--- config.mk ---
export PLATFORM = sky130hd
export DESIGN_NAME = flash_evt_status
export DESIGN_NICKNAME = d
export VERILOG_FILES = /design/src/rtl/flash_evt_pkg.sv /design/src/rtl/fes_sticky_bank.sv /design/src/rtl/fes_mask_reg.sv /design/src/rtl/fes_live_view.sv /design/src/rtl/flash_evt_status.sv
export SDC_FILE = /design/constraint.sdc
export NUM_CORES = 1
export LEC_CHECK = 0
export BUFFER_PORTS_ARGS = -buffer_cell sky130_fd_sc_hd__buf_2
export CORE_UTILIZATION = 48
export CTS_BUF_LIST = sky130_fd_sc_hd__clkbuf_16
export CTS_CLUSTER_SIZE = 40
export DETAILED_ROUTE_END_ITERATION = 8
export HOLD_SLACK_MARGIN = 0.08
export PLACE_DENSITY = 0.78
export SETUP_SLACK_MARGIN = 0.1
export SKIP_CTS_REPAIR_TIMING = 1
export SLEW_MARGIN = 20
export SYNTH_ARGS = -nofsm -noshare
export SYNTH_HDL_FRONTEND = slang
export SYNTH_HIERARCHICAL = 1
export SYNTH_SLANG_ARGS = --single-unit
--- constraint.sdc ---
create_clock -name clk -period 1.3 [get_ports clk]
set_input_delay 0.065 -clock clk [delete_from_list [all_inputs] [get_ports clk]]
set_output_delay 0.065 -clock clk [all_outputs]
set_load 0.05 [all_outputs]
--- src/rtl/flash_evt_pkg.sv ---
// Shared constants and types for the flash event status unit.
// Assumes a byte-wide register port and a six-source sticky word.
package flash_evt_pkg;
    localparam int EVT_N  = 6;
    localparam int REG_W  = 8;
    localparam int ADDR_W = 2;

    // sticky / mask bit meanings
    localparam int EB_WP_FAULT   = 0;
    localparam int EB_ECC_RDY    = 1;
    localparam int EB_DEC_ERR    = 2;
    localparam int EB_DEC_FAIL   = 3;
    localparam int EB_CTRL_RDY   = 4;
    localparam int EB_FLASH_RDY  = 5;

    typedef enum logic [ADDR_W-1:0] {
        RA_LIVE   = 2'd0,
        RA_MASK   = 2'd1,
        RA_STICKY = 2'd2,
        RA_NONE   = 2'd3
    } reg_addr_e;
endpackage

--- src/rtl/fes_sticky_bank.sv ---
// Sticky event flags: each bit latches a one-cycle pulse and holds it
// until a clearing read. A pulse in the clearing cycle survives.
// Assumes clr is a single-cycle strobe aligned with the read.
module fes_sticky_bank #(
    parameter int N = 6
) (
    input  logic         clk,
    input  logic         rst_n,
    input  logic [N-1:0] evt,
    input  logic         clr,
    output logic [N-1:0] flags
);
    genvar i;
    generate
        for (i = 0; i < N; i++) begin : g_flag
            // per-bit set-dominant flag with clear-on-read
            always_ff @(posedge clk) begin
                if (!rst_n)
                    flags[i] <= 1'b0;
                else
                    flags[i] <= evt[i] | (flags[i] & ~clr);
            end
        end
    endgenerate

    AST_CLEAR_ON_READ: assert property (@(posedge clk) disable iff (!rst_n)
        clr |=> ((flags & ~$past(evt)) == '0));
    AST_EVENT_SURVIVES: assert property (@(posedge clk) disable iff (!rst_n)
        (|evt) |=> ((flags & $past(evt)) == $past(evt)));
    AST_FLAG_HOLDS: assert property (@(posedge clk) disable iff (!rst_n)
        (!clr && evt == '0) |=> $stable(flags));
endmodule

--- src/rtl/fes_mask_reg.sv ---
// Interrupt enable mask: loads on a decoded write, otherwise holds.
// Assumes load is already qualified by address decode.
module fes_mask_reg #(
    parameter int N = 6
) (
    input  logic         clk,
    input  logic         rst_n,
    input  logic         load,
    input  logic [N-1:0] din,
    output logic [N-1:0] mask
);
    // mask storage
    always_ff @(posedge clk) begin
        if (!rst_n)
            mask <= '0;
        else if (load)
            mask <= din;
    end

    AST_MASK_LOAD: assert property (@(posedge clk) disable iff (!rst_n)
        load |=> (mask == $past(din)));
    AST_MASK_HOLD: assert property (@(posedge clk) disable iff (!rst_n)
        !load |=> $stable(mask));
endmodule

--- src/rtl/fes_live_view.sv ---
// Builds the live condition word from present levels, encoding the
// corrected-symbol count as count-1 with saturation at the field maximum.
// Assumes the count input is one bit wider than the field.
module fes_live_view #(
    parameter int CNT_W = 2,
    parameter int REG_W = 8
) (
    input  logic             flash_rdy,
    input  logic             ctrl_rdy,
    input  logic             ecc_rdy,
    input  logic             dec_fail,
    input  logic [CNT_W:0]   corr_cnt,
    output logic [REG_W-1:0] word
);
    localparam int          FIELD_LO  = 4;
    localparam int          FAIL_BIT  = FIELD_LO + CNT_W;
    localparam logic [CNT_W:0] CNT_CAP = (CNT_W+1)'(1 << CNT_W);

    logic             err_seen;
    logic [CNT_W-1:0] field;

    // count encoding: zero when clean, n-1 otherwise, capped
    always_comb begin
        err_seen = (corr_cnt != '0);
        if (!err_seen)
            field = '0;
        else if (corr_cnt > CNT_CAP)
            field = '1;
        else
            field = CNT_W'(corr_cnt - 1'b1);
    end

    // word assembly
    always_comb begin
        word = '0;
        word[0] = flash_rdy;
        word[1] = ctrl_rdy;
        word[2] = ecc_rdy;
        word[3] = err_seen;
        word[FIELD_LO +: CNT_W] = field;
        word[FAIL_BIT] = dec_fail;
    end
endmodule

--- src/rtl/flash_evt_status.sv ---
// Top of the flash event status unit: register decode, read mux with
// registered read data, sticky clear on read, and masked level interrupt.
// Assumes single-cycle strobes on reg_rd and reg_wr, synchronous to clk.
module flash_evt_status
    import flash_evt_pkg::*;
#(
    parameter int CNT_W  = 2,
    parameter int DATA_W = REG_W
) (
    input  logic              clk,
    input  logic              rst_n,
    input  logic [EVT_N-1:0]  evt_pulse,
    input  logic              lvl_flash_ready,
    input  logic              lvl_ctrl_ready,
    input  logic              lvl_ecc_ready,
    input  logic              lvl_dec_fail,
    input  logic [CNT_W:0]    lvl_corr_cnt,
    input  logic [ADDR_W-1:0] reg_addr,
    input  logic              reg_wr,
    input  logic              reg_rd,
    input  logic [DATA_W-1:0] reg_wdata,
    output logic [DATA_W-1:0] reg_rdata,
    output logic              irq
);
    logic [EVT_N-1:0]  flags;
    logic [EVT_N-1:0]  mask;
    logic [DATA_W-1:0] live_word;
    logic              sticky_clr;
    logic              mask_load;
    logic [DATA_W-1:0] rd_mux;

    // address decode for side effects
    always_comb begin
        sticky_clr = reg_rd && (reg_addr == RA_STICKY);
        mask_load  = reg_wr && (reg_addr == RA_MASK);
    end

    fes_sticky_bank #(.N(EVT_N)) u_sticky (
        .clk   (clk),
        .rst_n (rst_n),
        .evt   (evt_pulse),
        .clr   (sticky_clr),
        .flags (flags)
    );

    fes_mask_reg #(.N(EVT_N)) u_mask (
        .clk   (clk),
        .rst_n (rst_n),
        .load  (mask_load),
        .din   (reg_wdata[EVT_N-1:0]),
        .mask  (mask)
    );

    fes_live_view #(.CNT_W(CNT_W), .REG_W(DATA_W)) u_live (
        .flash_rdy (lvl_flash_ready),
        .ctrl_rdy  (lvl_ctrl_ready),
        .ecc_rdy   (lvl_ecc_ready),
        .dec_fail  (lvl_dec_fail),
        .corr_cnt  (lvl_corr_cnt),
        .word      (live_word)
    );

    // read data selection
    always_comb begin
        unique case (reg_addr)
            RA_LIVE:   rd_mux = live_word;
            RA_MASK:   rd_mux = DATA_W'(mask);
            RA_STICKY: rd_mux = DATA_W'(flags);
            default:   rd_mux = '0;
        endcase
    end

    // registered read data, held between reads
    always_ff @(posedge clk) begin
        if (!rst_n)
            reg_rdata <= '0;
        else if (reg_rd)
            reg_rdata <= rd_mux;
    end

    // level interrupt from enabled sticky bits
    always_comb irq = |(flags & mask);

    AST_IRQ_CAUSE: assert property (@(posedge clk) disable iff (!rst_n)
        $rose(irq) |-> ($past(|evt_pulse) || $past(mask_load)));
    AST_RESET_STATE: assert property (@(posedge clk) disable iff (!rst_n)
        $past(!rst_n) |-> (reg_rdata == '0 && !irq));
    AST_RDATA_HOLD: assert property (@(posedge clk) disable iff (!rst_n)
        !reg_rd |=> $stable(reg_rdata));
endmodule

==> out/qor.txt, run 1 <==
Global Route Usage Sum - 0.194
Largest net degree at the start of global routing - 21
CP max FO - 3
DR iter-0 viols - 15
PD cells - 1350 nW/um2
RD Place Congestion - 0.845
Initial antenna violation count - 0
Fmax - 873 MHz
Synth cell types - 27
Port buffer count - 33
Total of max-cap violations - 0
First-pass GRT wire length - 3.01 mm
Clk sinks - 20
Full die area - 2250 um2
Dpl hpwl - 1.45 mm
Post-Syn Instances - 108
TNS Setup - 0 ns
Run status - finished, final reports clean
Height of the die - 47.5 um
Synthesized Nets - 136
Drt total wl - 2.06 mm
Max Slew Vio Count - 0
Async set or reset register ratio after synthesis - 0
Nets - 173
Critical path arrival - 1.08 ns
Synth Register Bits - 20
CP required - 1.24 ns
Clk_lat worst skew - 0.25 ns
Row count - 16
Num ports - 36
Hold Violations, Final - 0
Clock Skew - 0.00146 ns
RSZ-0062 raised after global routing - false
Via/cell ratio - 5.00
Leak pwr - 0.568 nW
WL/cell - 12.0 um
Pwr Total - 1.76 mW
Routed vias - 855
Synthesized cell area - 992 um2
Hold Crit Class - input port to flip-flop
Drt pass-1 iters - 4
Dominant synthesized flop cell - dfxtp_1
Clk slew on worst S/H paths - 0.05 ns
Grt total ovfl - 0
Register area share after synthesis - 0.404
YS warnings - 6
Critical path startpoint category - flip-flop
Initial core utilization - 0.506
Fin crit period - 1.14 ns
Final worst path period share - 0.881
Synthesized area per cell - 9.19 um2
Core ar. - 1960 um2
DRT antenna net count - 0
Die W - 47.5 um
Critical Path End Type - primary output
Share of cells above drive strength 1 - 0.313
CTS Root Buffer Type - clkbuf_16
Remaining routing DRC violations - 0
Maximum vdd drop - 1.45 mV
WS Path Type - flip-flop to primary output
Hold Slack - 0.0721 ns
TritonCTS Buffers - 3
Max Root-Sink Buffers - 2
N_diodes - 0
Placed cells - 161
Post-synth EDFFs - 0
Syn-to-layout area delta - 31.1%
Final Non-Filler Cells - 171
H-tree depth - 1
CTS tree - done
Finish-stage setup viols - 0
Number of global-route vias before repair - 722
final cells by class:
| type | instances | area (um2) |
|---|---|---|
| clock buffer | 3 | 75.1 |
| sequential | 20 | 400 |
| timing repair buffer | 41 | 243 |
| clock inverter | 1 | 30.0 |
| inverter | 5 | 18.8 |
| fill | 193 | 661 |
| multi-input combinational | 74 | 500 |
| tap | 27 | 33.8 |
final timing paths:
path                           from        endpoint  slack, ns  cells after the start
setup / recovery     u_mask/mask[1]             irq       0.16                      3
hold / removal         reg_wdata[1]  u_mask/mask[1]       0.07                      3
setup reg to reg  u_sticky/flags[1]    reg_rdata[1]       0.45                      3
hold reg to reg        reg_rdata[6]    reg_rdata[6]       0.47                      2
flip-flops by register name (all words and copies together), names as in the netlist:
signal / flops
u_mask/mask: 6
u_sticky/flags: 6
reg_rdata: 8
kinds of logic after synthesis:
group / synth area share
AO/OA/AOI/OAI: 0.199
adder cells (fa/ha/maj): 0.0353
buffers and inverters: 0.0920
flip-flops: 0.404
multiplexers: 0.0605
other: 0.00378
AND/OR/NAND/NOR: 0.206
power breakdown:
| part | total, mW | leakage (nW) | internal [mW] | switching, mW |
|---|---|---|---|---|
| sequential | 0.670 | 0.165 | 0.649 | 0.0219 |
| clock | 0.825 | 0.0511 | 0.610 | 0.216 |
| combinational | 0.265 | 0.352 | 0.113 | 0.152 |
cell usage after synthesis, drive strengths merged (3+ instances only):
cell / number / area [um2]
o21a: 6 / 45.0
a21oi: 6 / 30.0
o21ai: 6 / 30.0
inv: 5 / 18.8
nand3: 3 / 15.0
nor2b: 13 / 81.3
buf: 9 / 72.6
mux2i: 6 / 60.1
a211oi: 6 / 55.1
dfxtp: 20 / 400
and2: 5 / 31.3
a22oi: 3 / 22.5
nand2b: 3 / 21.3
nor3: 6 / 30.0
stage by stage:
step	setup slack [ns]	cell area, um2	utilization
finish	0.155	1300	0.663
global route	0.108	1300	0.663
CTS	0.139	1240	0.631
detailed placement	0.0873	1130	0.578
global placement	0.110	1130	0.578
floorplan	0.217	992	-
placed cells by master, fill, tap and decap left out:
master         instances
nor2b_1               13
nand2_1                1
inv_2                  1
ha_1                   1
conb_1                 1
a211oi_2               2
a21boi_0               2
nand3_1                3
nand2b_1               2
maj3_2                 2
clkbuf_16              3
or2b_1                 1
buf_2                 32
a22oi_1                3
o21ai_0                6
bufinv_16              1
and2_1                 5
dlygate4sd3_1          6
nand2b_2               1
a21oi_1                6
buf_4                  3
nor3_1                 6
nor2_1                 2
inv_1                  4
o21a_1                 6
and3_1                 1
mux2i_1                6
dfxtp_1               20
a211oi_1               4
metal layers:
layer | global-route usage | vias up | share of wire
met5 | 0 | - | 0
met4 | 0.0514 | 0 | 0.0053
met3 | 0.0566 | 2 | 0.045
met2 | 0.329 | 26 | 0.51
met1 | 0.241 | 384 | 0.44
li1 | - | 443 | -
worst max-delay path, stage by stage (launching register included):
cell     delay [ns]
dfxtp_1        0.33
a22oi_1        0.19
nand3_1        0.11
buf_4          0.20
Note: power is estimated with default switching activity, not from simulation.
==> run 2, diff against run 1 <==
--- a/config.mk
+++ b/config.mk
@@ -5,6 +5,7 @@
 export SDC_FILE = /design/constraint.sdc
 export NUM_CORES = 1
 export LEC_CHECK = 0
+export ABC_CLOCK_PERIOD_IN_PS = 1300
 export BUFFER_PORTS_ARGS = -buffer_cell sky130_fd_sc_hd__buf_2
 export CORE_UTILIZATION = 48
 export CTS_BUF_LIST = sky130_fd_sc_hd__clkbuf_16
@@ -12,7 +13,7 @@
 export DETAILED_ROUTE_END_ITERATION = 8
 export HOLD_SLACK_MARGIN = 0.08
 export PLACE_DENSITY = 0.78
-export SETUP_SLACK_MARGIN = 0.1
+export SETUP_SLACK_MARGIN = 0.2
 export SKIP_CTS_REPAIR_TIMING = 1
 export SLEW_MARGIN = 20
 export SYNTH_ARGS = -nofsm -noshare
==> run 2 against run 1 <==
Die area unchanged; hold slack about the same; sequential share of layout area down 0.11 points; final cell count stayed put; routed wire length increased by 1.4%; flip-flop and latch count is the same; first-iteration DRC count is 40% lower; combinational power about the same; global-route usage unchanged; clock power about the same; via count fell by 2.9%; critical endpoint unchanged; largest power group unchanged; highest routed layer unchanged.
==> out/qor.txt, run 2 (synthesis gave the netlist of run 1 again) <==
Finish-stage setup viols - 0 (unchanged)
Final worst path period share - 0.858 (was 0.881)
Fin crit period - 1.12 ns (was 1.14 ns)
R2R Path End - reg_rdata[1] (unchanged)
WL/cell - 12.2 um (was 12.0 um)
Fmax - 896 MHz (was 873 MHz)
CP Launch Point - u_sticky/flags[3] (was u_mask/mask[1])
WS Path Type - flip-flop to primary output (unchanged)
DR iter-0 viols - 9 (was 15)
Drt total wl - 2.09 mm (was 2.06 mm)
N_diodes - 0 (unchanged)
Critical path startpoint category - flip-flop (unchanged)
Fill cell count - 188 (was 193)
RD Place Congestion - 0.845 (unchanged)
Full die area - 2250 um2 (unchanged)
Multi-input gate area - 515 um2 (was 500 um2)
Port buffer count - 33 (unchanged)
Syn-to-layout area delta - 33.7% (was 31.1%)
Max reg flops - 8 (unchanged)
R2R Setup Slk - 0.45 ns (about the same)
Most common cell after layout, fill and taps aside - buf_2 (unchanged)
Initial antenna violation count - 0 (unchanged)
Number of global-route vias before repair - 722 (unchanged)
CTS Root Buffer Type - clkbuf_16 (unchanged)
DRT antenna net count - 0 (unchanged)
H-tree depth - 1 (unchanged)
Drt pass-1 iters - 4 (unchanged)
Critical path arrival - 1.05 ns (was 1.08 ns)
Most frequent cells in the layout - 32 x buf_2, 15 x dfxtp_1, 13 x nor2b_1 (was 32 x buf_2, 20 x dfxtp_1, 13 x nor2b_1)
Area after DPL - 1130 um2 (unchanged)
Via/cell ratio - 4.85 (was 5.00)
Reg-to-Reg Start - u_sticky/flags[1] (unchanged)
Leak pwr - 0.571 nW (was 0.568 nW)
Register area - 407 um2 (was 400 um2)
Max Slew Vio Count - 0 (unchanged)
Share of cells above drive strength 1 - 0.368 (was 0.313)
CP max FO - 3 (unchanged)
Height of the die - 47.5 um (unchanged)
Row count - 16 (unchanged)
Initial core utilization - 0.506 (unchanged)
RSZ-0062 raised after global routing - true (was false)
CP max stage cell - dfxtp_2 (was dfxtp_1)
Dpl hpwl - 1.45 mm (unchanged)
CP required - 1.24 ns (about the same)
Max Root-Sink Buffers - 2 (unchanged)
Clk_lat worst skew - 0.25 ns (about the same)
Clk slew on worst S/H paths - 0.05 ns (about the same)
Place WS - 0.0873 ns (unchanged)
Grt total ovfl - 0 (unchanged)
Run status - finished, final reports clean (unchanged)
First-pass GRT wire length - 3.01 mm (unchanged)
Die W - 47.5 um (unchanged)
Clk sinks - 20 (unchanged)
Core ar. - 1960 um2 (unchanged)
Hold Violations, Final - 0 (unchanged)
Crit path capture - irq (unchanged)
TritonCTS Buffers - 3 (unchanged)
Hold Crit Class - input port to flip-flop (unchanged)
Routed vias - 830 (was 855)
TNS Setup - 0 ns (unchanged)
Nets - 173 (unchanged)
Setup ws final - 0.184 ns (was 0.155 ns)
Critical Path End Type - primary output (unchanged)
Maximum vdd drop - 1.50 mV (was 1.45 mV)
Global Route Usage Sum - 0.194 (unchanged)
Worst path max stage delay - 0.33 ns (about the same)
PD cells - 1330 nW/um2 (was 1350 nW/um2)
CTS tree - done (unchanged)
Total of max-cap violations - 0 (unchanged)
Worst-path cell chain - a22oi_2 -> nand3_1 -> buf_6 (was a22oi_1 -> nand3_1 -> buf_4)
Largest regs - reg_rdata: 8 flops, u_mask/mask: 6 flops, u_sticky/flags: 6 flops (unchanged)
Largest net degree at the start of global routing - 21 (unchanged)
Remaining routing DRC violations - 0 (unchanged)
Cell area after layout - 1330 um2 (was 1300 um2)
Clock Skew - 0.00187 ns (was 0.00146 ns)
Num ports - 36 (unchanged)
Reg2reg path depth - 3 (unchanged)
Most flop-heavy register - reg_rdata (unchanged)
==> run 2: changes by cell type in the layout (fill, tap and decap cells not counted) <==
| cell | previous run | this run |
|---|---|---|
| dfxtp_1 | 20 | 15 |
| a22oi_1 | 3 | 0 |
| a22oi_2 | 0 | 3 |
| buf_4 | 3 | 2 |
| dfxtp_2 | 0 | 5 |
| buf_6 | 0 | 1 |
==> run 2: metrics by stage <==
step                      cells  utilization  power (mW)  hold slack, ns
after CTS                   165        0.631        1.76          0.0202
final                       171        0.676        1.77          0.0726
after global routing        171        0.676        1.84          0.0833
after detailed placement    161        0.578       0.932           0.278
after floorplan             108            -       0.860           0.183
after global placement      161        0.578       0.925           0.273
==> run 2: metal layers <==
| metal | vias up | part of all wire | track usage |
|---|---|---|---|
| li1 | 440 | - | - |
| met1 | 366 | 0.44 | 0.241 |
| met2 | 22 | 0.51 | 0.329 |
| met3 | 2 | 0.043 | 0.0566 |
| met4 | 0 | 0.0053 | 0.0514 |
| met5 | - | 0 | 0 |
==> run 2: worst min path at each step <==
stage,to,startpoint,cells after the start
6_report,u_mask/mask[1],reg_wdata[1],3
5_1_grt,u_mask/mask[4],reg_wdata[4],3
4_1_cts,u_sticky/flags[2],evt_pulse[2],2
3_5_place_dp,u_sticky/flags[2],evt_pulse[2],2
3_3_place_gp,u_sticky/flags[1],evt_pulse[1],2
2_1_floorplan,u_sticky/flags[0],rst_n,1
==> run 2: final cells by class <==
cell class | instances | share of cell area
clock inverters | 1 | 0.0226
clock buffers | 3 | 0.0566
repair buffers | 41 | 0.186
multi-input cells | 74 | 0.389
inverters | 5 | 0.0142
well taps | 27 | 0.0255
flip-flops and latches | 20 | 0.307
==> run 2: worst max-delay path, delay by kind of cell, from the launching register on <==
| kind | cells | cell delay [ns] |
|---|---|---|
| buf+inv | 1 | 0.17 |
| compound gates | 1 | 0.18 |
| flops | 1 | 0.33 |
| simple gates | 1 | 0.11 |
==> run 2: power breakdown <==
group | leakage (nW) | switching, mW | total, mW | internal (mW)
sequential | 0.166 | 0.0255 | 0.676 | 0.650
clock | 0.0511 | 0.214 | 0.824 | 0.610
combinational | 0.354 | 0.153 | 0.268 | 0.116
total | 0.571 | 0.393 | 1.77 | 1.38
